==> src/rtl/ctu_pkg.sv <==
package ctu_pkg;
  localparam int MODE_W = 4;

  localparam logic [MODE_W-1:0] MODE_OFF     = 4'b0000;
  localparam logic [MODE_W-1:0] MODE_TOGGLE  = 4'b0010;
  localparam logic [MODE_W-1:0] MODE_SET     = 4'b1000;
  localparam logic [MODE_W-1:0] MODE_CLEAR   = 4'b1001;
  localparam logic [MODE_W-1:0] MODE_IRQ     = 4'b1010;
  localparam logic [MODE_W-1:0] MODE_TRIGGER = 4'b1011;

  // Modes in which the block owns the output pin
  function automatic logic is_pin_mode(logic [MODE_W-1:0] m);
    return (m == MODE_TOGGLE) || (m == MODE_SET) || (m == MODE_CLEAR);
  endfunction

  // Modes in which a match raises the interrupt flag
  function automatic logic is_irq_mode(logic [MODE_W-1:0] m);
    return is_pin_mode(m) || (m == MODE_IRQ) || (m == MODE_TRIGGER);
  endfunction

  // Next latch level for a match in mode m
  function automatic logic latch_next(logic [MODE_W-1:0] m, logic cur);
    case (m)
      MODE_SET:    return 1'b1;
      MODE_CLEAR:  return 1'b0;
      MODE_TOGGLE: return ~cur;
      default:     return cur;
    endcase
  endfunction
endpackage

==> src/rtl/ctu_timer.sv <==
module ctu_timer #(
  parameter int W = 16
) (
  input  logic         clk,
  input  logic         rst_n,
  input  logic         adv,
  input  logic         clr,
  input  logic         ovf_clr,
  output logic [W-1:0] count_q,
  output logic         ovf_q
);
  // {carry, sum} of one increment
  function automatic logic [W:0] step_count(logic [W-1:0] c);
    return {1'b0, c} + {{W{1'b0}}, 1'b1};
  endfunction

  logic [W:0] nxt;
  logic       wrap_set;

  assign nxt      = step_count(count_q);
  assign wrap_set = adv & ~clr & nxt[W];

  always_ff @(posedge clk) begin
    if (!rst_n) begin
      count_q <= '0;
      ovf_q   <= 1'b0;
    end else begin
      if (clr)      count_q <= '0;
      else if (adv) count_q <= nxt[W-1:0];
      if (wrap_set)     ovf_q <= 1'b1;
      else if (ovf_clr) ovf_q <= 1'b0;
    end
  end
endmodule

==> src/rtl/ctu_match.sv <==
module ctu_match #(
  parameter int W = 16
) (
  input  logic         clk,
  input  logic         rst_n,
  input  logic [W-1:0] count,
  input  logic [W-1:0] cmp,
  input  logic         cmp_we,
  input  logic         adv,
  input  logic         trig_mode,
  output logic         match_now,
  output logic         match_evt,
  output logic         timer_clr
);
  logic armed_q;
  logic pend_q;

  assign match_now = (count == cmp);
  assign match_evt = match_now & armed_q;
  // Reload on the tick that ends a trigger match, only while equality holds
  assign timer_clr = adv & match_now & (pend_q | (match_evt & trig_mode));

  always_ff @(posedge clk) begin
    if (!rst_n) begin
      armed_q <= 1'b1;
      pend_q  <= 1'b0;
    end else begin
      if (adv | cmp_we)   armed_q <= 1'b1;
      else if (match_evt) armed_q <= 1'b0;
      if (adv | ~match_now)                pend_q <= 1'b0;
      else if (match_evt & trig_mode)      pend_q <= 1'b1;
    end
  end
endmodule

==> src/rtl/ctu_action.sv <==
module ctu_action
  import ctu_pkg::*;
(
  input  logic              clk,
  input  logic              rst_n,
  input  logic [MODE_W-1:0] mode,
  input  logic              mode_we,
  input  logic [MODE_W-1:0] mode_wdata,
  input  logic              match_evt,
  input  logic              conv_en,
  input  logic              irq_clr,
  output logic              pin_out,
  output logic              pin_oe,
  output logic              irq_flag,
  output logic              conv_start
);
  logic latch_q;
  logic force_low;

  assign force_low  = mode_we & (mode_wdata == MODE_OFF);
  assign pin_oe     = is_pin_mode(mode);
  assign pin_out    = pin_oe & latch_q;
  assign conv_start = match_evt & (mode == MODE_TRIGGER) & conv_en;

  always_ff @(posedge clk) begin
    if (!rst_n) begin
      latch_q  <= 1'b0;
      irq_flag <= 1'b0;
    end else begin
      if (force_low)      latch_q <= 1'b0;
      else if (match_evt) latch_q <= latch_next(mode, latch_q);
      if (match_evt && is_irq_mode(mode)) irq_flag <= 1'b1;
      else if (irq_clr)                   irq_flag <= 1'b0;
    end
  end
endmodule

==> src/rtl/cmp_timer_unit.sv <==
module cmp_timer_unit
  import ctu_pkg::*;
#(
  parameter int W = 16
) (
  input  logic              clk,
  input  logic              rst_n,
  input  logic              cmp_we,
  input  logic [W-1:0]      cmp_wdata,
  input  logic              mode_we,
  input  logic [MODE_W-1:0] mode_wdata,
  input  logic              run_we,
  input  logic              run_wdata,
  input  logic              tick,
  input  logic              conv_en,
  input  logic              irq_clr,
  input  logic              ovf_clr,
  output logic [W-1:0]      timer_q,
  output logic              pin_out,
  output logic              pin_oe,
  output logic              irq_flag,
  output logic              ovf_flag,
  output logic              conv_start
);
  logic [W-1:0]      cmp_q;
  logic [MODE_W-1:0] mode_q;
  logic              run_q;
  logic              tick_adv;
  logic              match_now;
  logic              match_evt;
  logic              timer_clr;

  always_ff @(posedge clk) begin
    if (!rst_n) begin
      cmp_q  <= '0;
      mode_q <= MODE_OFF;
      run_q  <= 1'b0;
    end else begin
      if (cmp_we)  cmp_q  <= cmp_wdata;
      if (mode_we) mode_q <= mode_wdata;
      if (run_we)  run_q  <= run_wdata;
    end
  end

  assign tick_adv = run_q & tick;

  ctu_timer #(.W(W)) u_timer (
    .clk     (clk),
    .rst_n   (rst_n),
    .adv     (tick_adv),
    .clr     (timer_clr),
    .ovf_clr (ovf_clr),
    .count_q (timer_q),
    .ovf_q   (ovf_flag)
  );

  ctu_match #(.W(W)) u_match (
    .clk       (clk),
    .rst_n     (rst_n),
    .count     (timer_q),
    .cmp       (cmp_q),
    .cmp_we    (cmp_we),
    .adv       (tick_adv),
    .trig_mode (mode_q == MODE_TRIGGER),
    .match_now (match_now),
    .match_evt (match_evt),
    .timer_clr (timer_clr)
  );

  ctu_action u_action (
    .clk        (clk),
    .rst_n      (rst_n),
    .mode       (mode_q),
    .mode_we    (mode_we),
    .mode_wdata (mode_wdata),
    .match_evt  (match_evt),
    .conv_en    (conv_en),
    .irq_clr    (irq_clr),
    .pin_out    (pin_out),
    .pin_oe     (pin_oe),
    .irq_flag   (irq_flag),
    .conv_start (conv_start)
  );
endmodule

==> config.mk <==
export PLATFORM = sky130hd
export DESIGN_NAME = cmp_timer_unit
export DESIGN_NICKNAME = d
export VERILOG_FILES = /design/src/rtl/ctu_pkg.sv /design/src/rtl/ctu_timer.sv /design/src/rtl/ctu_match.sv /design/src/rtl/ctu_action.sv /design/src/rtl/cmp_timer_unit.sv
export SDC_FILE = /design/constraint.sdc
export NUM_CORES = 1
export LEC_CHECK = 0
export ABC_AREA = 1
export BUFFER_PORTS_ARGS = -buffer_cell sky130_fd_sc_hd__clkbuf_2
export CORE_MARGIN = 5
export CORE_UTILIZATION = 26
export DETAILED_ROUTE_END_ITERATION = 6
export GPL_TIMING_DRIVEN = 0
export HOLD_SLACK_MARGIN = 0.05
export MAX_ROUTING_LAYER = met4
export SLEW_MARGIN = 10
export SYNTH_ARGS = -nofsm -noshare
export SYNTH_HDL_FRONTEND = slang
export SYNTH_SLANG_ARGS = --single-unit
==> constraint.sdc <==
create_clock -name clk -period 1.8 [get_ports clk]
set_input_delay 0.09 -clock clk [delete_from_list [all_inputs] [get_ports clk]]
set_output_delay 0.09 -clock clk [all_outputs]
set_load 0.1 [all_outputs]
==> out/results.ini <==
[route]
viasPerCell = 4.271
vias = 1986
finalWirelength_um = 5234
drtAntennaViolNets = 0
drtPass1Iterations = 4
post_drt_wl_per_cell_um = 11.26
drc = 0
drtIter0Drc = 88

[synth]
yosys_warnings = 0
async_reset_ff_frac = 0
syn-instance-count = 295
yosys-top-cells-area = dfxtp_1, nand2_1, inv_1
syn_nets = 326
syn_area_per_cell_um2 = 7.019
synthDistinctLibCells = 29
yosysSeqAreaShare = 0.4060
synth_edf_count = 0
synth_top_area_frac = 0.4060
synth_area_um2 = 2071
synth_flop_cell = dfxtp_1
yosys.area.top_type = dfxtp_1
synth_seq_cells = 42

[power]
switchingPower_uw = 523.2
p_int_mw = 1.445
p_seq_frac = 0.492
switching_share = 0.2658
clkPwrFrac = 0.364
power.total_mw = 1.969
power_density_nw_per_um2 = 691.0
p_leak_nw = 1.248
comb_power_share = 0.144
vdd_drop_max_mv = 0.3034

[hold_path]
hp-class = primary input to register
holdPathStages = 4

[final_layout]
drive_above_1_share = 0.3251
fin_nets = 393
layout.cells.non_filler = 465
final_area_um2 = 2849
syn_to_final_growth_pct = 37.58
diodes = 0

[timing]
slew_headroom = 0.6356
setup_viol = 0
rsz0062_at_grt = true
fin_crit_sh = 0.9711
fin_setup_tns_ns = 0
max_freq_ghz = 0.5721
period_minus_slack_ns = 1.748
skew_ns = 0.008191
worstMarginPinSlew_ns = 0.5489
setup_ws_ns = 0.05205
drv_slew = 0
final_hold_viol_count = 0

[global_route]
grt_pass1_wl_um = 8983
gr-usage-met2 = 0.2009
grt_antenna_before_repair = 0
track_usage = 0.1162
grt_use_met1 = 0.1308
grt_use_met3 = 0.03015
grt_busiest_layer = met2
grt_pass1_vias = 2006
grt-ovfl-total = 0
grt_max_degree = 14

[die]
start_util = 0.2680
dieArea_um2 = 9850
pin_count = 51
fp-row-count = 32
core_um2 = 7727
fp.dieH_um = 99.25
fp.dieW_um = 99.25

[place]
dpl_worst_slack_ns = 0.06969
gp_congestion = 0.7917
port_buffers = 50
numPlacedInstances = 447
placedInstanceArea_um2 = 2537
place_hpwl_um = 4169

[clocking]
clockBufferDepth = 2
cts_buffers = 5
clk_latency_ns = 0.29
clk_pin_slew_ns = 0.08
htree_levels = 2
cts_sinks = 42
tritoncts = built
cts-root-buf = clkbuf_8

[setup_path]
end_kind = output port
r2r_cells = 9
arrival_ns = 1.66
cp_data_required_time_ns = 1.71
crit_type = register to output port
cp_max_fo = 3
critPathLaunchType = register

[run]
maxCapViolations = 0

[status]
status = finished clean

-- cell families (layout without fill, tap and decap cells) --
kind of cell	after synthesis	count (layout)	share of synthesized area
AO/OA/AOI/OAI	44	44	0.1088
buffers and inverters	51	119	0.1003
adder cells (fa/ha/maj)	1	1	0.006041
AND/OR/NAND/NOR	142	142	0.3154
flip-flops	42	42	0.4060
XOR/XNOR	15	15	0.06345
-- path summary, 6_finish.rpt --
path | from | end | slack [ns]
hold reg to reg | u_timer.ovf_q$_SDFFE_PN0P_ | u_timer.ovf_q$_SDFFE_PN0P_ | 0.47
setup / recovery | mode_q[3]$_SDFFE_PN0P_ | conv_start | 0.05
setup reg to reg | u_timer.count_q[0]$_SDFFE_PP0P_ | u_timer.count_q[14]$_SDFFE_PP0P_ | 0.17
hold / removal | irq_clr | u_action.irq_flag$_SDFFE_PN0P_ | 0.06
-- worst max-delay path, stage by stage, from the launching register on --
cell and delay (ns):
dfxtp_1 0.38, inv_1 0.07, or2_4 0.26, nor3_2 0.19
nand4_4 0.15, nor2_4 0.12, clkbuf_16 0.20
-- power by group through the flow --
stage	combinational [mW]	sequential, mW	clock, mW
after floorplan	0.155	1.00	0
after global placement	0.248	0.986	0
after detailed placement	0.251	0.988	0
after CTS	0.269	0.966	0.741
after global routing	0.321	0.975	0.789
final	0.284	0.969	0.716
-- repair_timing --
item	4_1_cts	5_1_grt
resized for setup	6	17
hold endpoints to repair	8	0
hold buffers	9	0
endpoints found under the setup margin	3	15
pin swaps	0	6
buffers inserted	0	1
-- layout by cell type, fill, tap and decap left out, types with 2 or more instances in the layout --
cell and count:
dfxtp_4 16, xor2_1 13, inv_1 38, a21oi_1 17, clkbuf_8 6, dlygate4sd3_1 9
nand2_1 62, clkbuf_1 5, inv_2 7, nor3_1 3, nor2_2 15, clkbuf_16 2
o21ai_0 24, nand2_4 2, nand3_2 3, nand4_1 2, clkbuf_2 47, xnor2_1 2
nor2_4 5, buf_12 2, dfxtp_1 26, nand3_1 3, nand2_2 5, nor2_1 34
-- final cells by class --
cell class | instances | area [µm²]
fillers | 821 | 4878
multi-input cells | 202 | 1116
flip-flops and latches | 42 | 900.9
repair buffers | 60 | 385.4
inverters | 46 | 172.7
well taps | 102 | 127.6
clock buffers | 8 | 111.4
plain buffers | 5 | 35.03
-- layer usage --
layer / vias up / routed length, µm
li1: 1050 / -
met1: 893 / 2248
met2: 38 / 2669
met3: 5 / 265
met4: 0 / 50
met5: - / 0
-- sequential cells by signal, indices dropped and copies added, names as in the netlist --
signal / cells
cmp_q: 16
mode_q: 4
run_q: 1
u_action.irq_flag: 1
u_action.latch_q: 1
u_match.armed_q: 1
u_match.pend_q: 1
u_timer.count_q: 16
u_timer.ovf_q: 1
-- cells in the mapped netlist (2+ instances only) --
library cell / number
a21oi_1: 17
clkbuf_1: 4
dfxtp_1: 42
inv_1: 42
inv_2: 3
nand2_1: 64
nand2_2: 4
nand3_1: 3
nand3_2: 3
nand4_1: 2
nor2_1: 38
nor2_2: 16
nor3_1: 4
o21ai_0: 25
xnor2_1: 2
xor2_1: 13
-- per-stage QoR --
step / util / hold slack (ns)
detailed placement: 0.3284 / 0.2902
floorplan: - / 0.1835
finish: 0.3687 / 0.06012
global route: 0.3687 / 0.06389
CTS: 0.3585 / 0.05735
global placement: 0.3284 / 0.2814
Power figures use the tool's default switching activity.
